<file path="src/rtl/tff_pkg.sv">
package tff_pkg;
  localparam int RUN_W    = 2;
  localparam int CNT_W    = 2;
  localparam int QUAL_MAX = 2;
  localparam int RUN_MAX  = (1 << RUN_W) - 1;
  localparam int CNT_MAX  = (1 << CNT_W) - 1;

  typedef struct packed {
    logic             typ;
    logic [RUN_W-1:0] run;
    logic [CNT_W-1:0] cnt;
    logic             prio;
  } line_st_t;

  localparam line_st_t LINE_RST = '{typ: 1'b0, run: RUN_W'(RUN_MAX),
                                    cnt: '0, prio: 1'b0};
endpackage

</file>
<file path="src/rtl/flip_rule.sv">
module flip_rule
  import tff_pkg::*;
(
  input  line_st_t cur,
  input  logic     obs_type,
  output line_st_t nxt,
  output logic     flip,
  output logic     qual
);
  logic [CNT_W:0] cnt_sum;

  always_comb begin
    flip    = (obs_type != cur.typ);
    qual    = (int'(cur.run) <= QUAL_MAX);
    cnt_sum = {1'b0, cur.cnt} + (CNT_W+1)'(2);
    nxt     = cur;
    nxt.typ = obs_type;
    if (flip) begin
      nxt.run = RUN_W'(1);
    end else if (int'(cur.run) != RUN_MAX) begin
      nxt.run = cur.run + RUN_W'(1);
    end
    if (flip && obs_type) begin
      nxt.prio = 1'b1;
    end else if (flip) begin
      if (qual) begin
        nxt.cnt = (int'(cnt_sum) > CNT_MAX) ? CNT_W'(CNT_MAX) : cnt_sum[CNT_W-1:0];
      end else if (cur.cnt != '0) begin
        nxt.cnt = cur.cnt - CNT_W'(1);
      end
      nxt.prio = (nxt.cnt != '0);
    end
  end
endmodule

</file>
<file path="src/rtl/line_store.sv">
module line_store
  import tff_pkg::*;
#(
  parameter int LINES = 16,
  localparam int IDX_W = $clog2(LINES)
)(
  input  logic             clk,
  input  logic             rst_n,
  input  logic             wr_en,
  input  logic [IDX_W-1:0] wr_idx,
  input  line_st_t         wr_data,
  input  logic [IDX_W-1:0] rd_idx,
  output line_st_t         rd_data
);
  line_st_t   mem [LINES];
  logic [LINES-1:0] sel;

  for (genvar g = 0; g < LINES; g++) begin : g_sel
    assign sel[g] = wr_en && (wr_idx == IDX_W'(g));
  end

  always_ff @(posedge clk or negedge rst_n) begin
    if (!rst_n) begin
      for (int i = 0; i < LINES; i++) mem[i] <= LINE_RST;
    end else begin
      for (int i = 0; i < LINES; i++) begin
        if (sel[i]) mem[i] <= wr_data;
      end
    end
  end

  assign rd_data = mem[rd_idx];
endmodule

</file>
<file path="src/rtl/type_flip_filter.sv">
module type_flip_filter
  import tff_pkg::*;
#(
  parameter int LINES = 16,
  localparam int IDX_W = $clog2(LINES)
)(
  input  logic             clk,
  input  logic             rst_n,
  input  logic             acc_valid,
  input  logic [IDX_W-1:0] acc_line,
  input  logic             acc_type,
  output logic             res_valid,
  output logic             res_type,
  output logic             res_flip,
  output logic             res_prio,
  output logic [CNT_W-1:0] res_cnt
);
  line_st_t cur_st, nxt_st;
  logic     flip, qual;

  line_store #(.LINES(LINES)) u_store (
    .clk(clk), .rst_n(rst_n), .wr_en(acc_valid), .wr_idx(acc_line),
    .wr_data(nxt_st), .rd_idx(acc_line), .rd_data(cur_st));

  flip_rule u_rule (.cur(cur_st), .obs_type(acc_type), .nxt(nxt_st),
                    .flip(flip), .qual(qual));

  logic             valid_d;
  logic             type_d, flip_d, prio_d;
  logic [CNT_W-1:0] cnt_d;

  always_comb begin
    valid_d = acc_valid;
    type_d  = res_type;
    flip_d  = res_flip;
    prio_d  = res_prio;
    cnt_d   = res_cnt;
    if (acc_valid) begin
      type_d = acc_type;
      flip_d = flip;
      prio_d = nxt_st.prio;
      cnt_d  = nxt_st.cnt;
    end
  end

  always_ff @(posedge clk or negedge rst_n) begin
    if (!rst_n) begin
      res_valid <= 1'b0;
      res_type  <= 1'b0;
      res_flip  <= 1'b0;
      res_prio  <= 1'b0;
      res_cnt   <= '0;
    end else begin
      res_valid <= valid_d;
      res_type  <= type_d;
      res_flip  <= flip_d;
      res_prio  <= prio_d;
      res_cnt   <= cnt_d;
    end
  end


  valid_follow_chk: assert property (@(posedge clk) disable iff (!rst_n)
    acc_valid |=> res_valid);

  idle_quiet_chk: assert property (@(posedge clk) disable iff (!rst_n)
    !acc_valid |=> !res_valid);

  lead_prio_chk: assert property (@(posedge clk) disable iff (!rst_n)
    (res_valid && res_flip && res_type) |-> res_prio);

  lead_cnt_chk: assert property (@(posedge clk) disable iff (!rst_n)
    (acc_valid && flip && acc_type) |=> (res_cnt == $past(cur_st.cnt)));

  follow_prio_chk: assert property (@(posedge clk) disable iff (!rst_n)
    (res_valid && res_flip && !res_type) |-> (res_prio == (res_cnt != '0)));

  hold_state_chk: assert property (@(posedge clk) disable iff (!rst_n)
    (acc_valid && !flip) |=> (res_cnt == $past(cur_st.cnt) && res_prio == $past(cur_st.prio)));

  floor_chk: assert property (@(posedge clk) disable iff (!rst_n)
    (acc_valid && flip && !acc_type && !qual && cur_st.cnt == '0) |=> (res_cnt == '0));
endmodule

</file>
<file path="config.mk">
export PLATFORM = sky130hd
export DESIGN_NAME = type_flip_filter
export DESIGN_NICKNAME = d
export VERILOG_FILES = /design/src/rtl/tff_pkg.sv /design/src/rtl/flip_rule.sv /design/src/rtl/line_store.sv /design/src/rtl/type_flip_filter.sv
export SDC_FILE = /design/constraint.sdc
export NUM_CORES = 1
export LEC_CHECK = 0
export BUFFER_PORTS_ARGS = -buffer_cell sky130_fd_sc_hd__buf_2
export CAP_MARGIN = 25
export CORE_MARGIN = 5
export CORE_UTILIZATION = 64
export CTS_BUF_LIST = sky130_fd_sc_hd__clkbuf_4 sky130_fd_sc_hd__clkbuf_8
export DETAILED_ROUTE_END_ITERATION = 8
export GPL_ROUTABILITY_DRIVEN = 0
export PLACE_DENSITY_LB_ADDON = 0.3
export SYNTH_ARGS = -nofsm -noshare
export SYNTH_HDL_FRONTEND = slang
export SYNTH_HIERARCHICAL = 1
export SYNTH_SLANG_ARGS = --single-unit
</file>
<file path="constraint.sdc">
create_clock -name clk -period 3.3 [get_ports clk]
set_input_delay 0.66 -clock clk [delete_from_list [all_inputs] [get_ports clk]]
set_output_delay 0.66 -clock clk [all_outputs]
set_load 0.1 [all_outputs]
</file>
==> results.toml <==
[die]
core_sq_mm = 0.00725
initial_core_util_pct = 65.4
num_rows = 31
chipWidth_um = 96.1
dieArea_sq_mm = 0.00924
dieHeight_um = 96.1
ios = 14

[clocking]
hold_buffers = 0
cts_max_path_buffers = 2
cts_made_buffers = 9
clockRootBuffer = "clkbuf_8"
clock-sinks = 102
cts.htree.levels = 3
tritoncts = "yes"
cts_setup_buffers = 0
cts.clk_slew.worst_paths_ns = 0.09
clk_latency_ns = 0.36
cts_resized = 0

[synthesis]
yosysUniqueCellTypes = 28
syn_avg_cell_area_sq_um = 15.4
synth-edff-count = 0
synth_commonest_cells = "101 x mux2_2, 70 x dfrtp_1, 32 x dfstp_2"
ys_seq_area_share_pct = 54.6
ys_seq_elements = 102
yosysMostFrequentCell = "mux2_2"
syn_nets = 318
async_reset_ff_share_pct = 100
ys.flop_type = "dfrtp_1"
yosysWarnings = 6
ys_top_cells_by_area = "dfrtp_1 37%, mux2_2 24%, dfstp_2 18%"
synth_area_leader_cell = "dfrtp_1"
syn_inst = 309
netlist_area_sq_mm = 0.00474
synth_top_area_share_pct = 36.9

[grt]
grt_start_max_net_pins = 63
overflow = 0
grt_pass1_wl_um = 15900
grt_pass1_vias = 2850
globalRouteTotalUtil_pct = 23.8
antenna_found_initial = 0

[critical_path]
path_class = "input port to flop"
setup.worst_path.start = "acc_line[0]"
crit_required_ns = 3.60
rr_worst_depth = 8
cp-start-kind = "input port"
cp_data_arrival_time_ns = 3.21
cp_max_fo = 17
r2r-start = "u_store/mem[29]"
end_kind = "flop"

[route]
drc = 0
vias = 2736
totalWireLength_um = 9580
vias_per_cell = 6.38
dr.pass1.iters = 5
routedWlPerCell_um = 22.3
drtAntennaViolNets = 0
drtIter0Drc = 149

[timing]
fin_crit_ns = 2.91
rsz0062_at_grt = "no"
finalHoldViolCount = 0
skew_ns = 0.00618
tightest_slew_ns = 0.778
setup_violations = 0
fin_hold_ws_ns = 0.367
slew_headroom_pct = 48.2
clock.fmax_ghz = 0.344
tns_ns = 0
slew_viol_final = 0
fin_crit_sh_pct = 88.1

[finish]
fin_nets = 334
synthToLayoutAreaGrowth_pct = 8.52
diodes = 0
layout-drive-gt1-share_pct = 61.5
final_area_sq_mm = 0.00515

[min_path]
worstHoldPathType = "input port to async pin"

[power]
fin_total_pwr_mw = 4.01
peakVddDrop_mv = 0.384
leakage_nw = 2.14
p_per_area_mw_per_mm2 = 779

[placement]
port_buffers = 13
hpwl_um = 6440
post_dp_cell_area_sq_mm = 0.00494

[run_status]
status = "finished, final reports clean"

[run]
cap_violations = 0
-- cells in the final DEF (no fill, tap or decap), drive strengths merged, types with 2 or more instances in the layout --
master	netlist	layout
a22oi	12	12
buf	10	25
clkbuf	10	10
clkinv	0	2
clkinvlp	0	2
dfrtp	70	70
dfstp	32	32
inv	3	4
mux2	101	101
mux4	24	24
nand2	9	9
nand2b	3	3
nand3b	4	4
nor2	14	14
nor2b	3	3
or3	3	3
-- final timing paths --
| kind | to | slack, ns |
|---|---|---|
| worst max-delay path | u_store/mem[61] | 0.39 |
| worst min-delay path | u_store/mem[90] | 0.37 |
| worst max register to register | u_store/mem[61] | 0.61 |
| worst min register to register | u_store/mem[56] | 0.51 |
| max in group asynchronous | u_store/mem[22] | 2.19 |
| min in group clk | u_store/mem[56] | 0.51 |
-- layout make-up --
type	count	area [sq um]
sequential	102	2590
fill	512	2100
multi-input combinational	184	2050
clock inverter	6	71.3
inverter	3	11.3
clock buffer	10	131
tap	99	124
timing repair buffer	25	170
-- routing by layer --
layer / global-route usage [%] / up-vias / wire length [um]
met5: 0 / - / 0
met4: 8.29 / 0 / 126
li1: - / 1176 / -
met1: 36.1 / 1461 / 4360
met3: 3.83 / 12 / 464
met2: 35.2 / 87 / 4630
-- worst max-delay path: stages --
cell,delay [ns]
buf_2,0.20
buf_4,0.32
mux4_2,0.57
a22oi_1,0.18
nand2_1,0.14
nor3_2,0.27
a22o_1,0.57
mux2_2,0.28
-- through the flow --
stage	cells	setup WS, ns	utilization [%]
3_3_place_gp	412	0.114	68.1
3_5_place_dp	412	0.00668	68.1
4_1_cts	428	0.389	70.9
2_1_floorplan	309	0.150	-
6_report	429	0.392	71.0
5_1_grt	429	0.200	71.0
-- sequential cells by signal, indices dropped and copies added, names as in the netlist --
signal,cells
res_type,1
res_valid,1
res_flip,1
res_prio,1
u_store/mem,96
res_cnt,2
-- kinds of logic after synthesis --
group | share of synthesized area (%)
adders and majority gates | 0.264
buffers and inverters | 2.19
AOI/OAI and AO/OA | 2.43
and+or+nand+nor | 5.12
DFF | 54.6
muxes | 35.4
-- power breakdown --
group	leakage (nW)	total [mW]	switching (mW)	internal, mW
clock	0.0965	0.795	0.430	0.364
combinational	0.840	1.21	0.604	0.603
sequential	1.20	2.01	0.218	1.79
(Power assumes the default switching activity.)
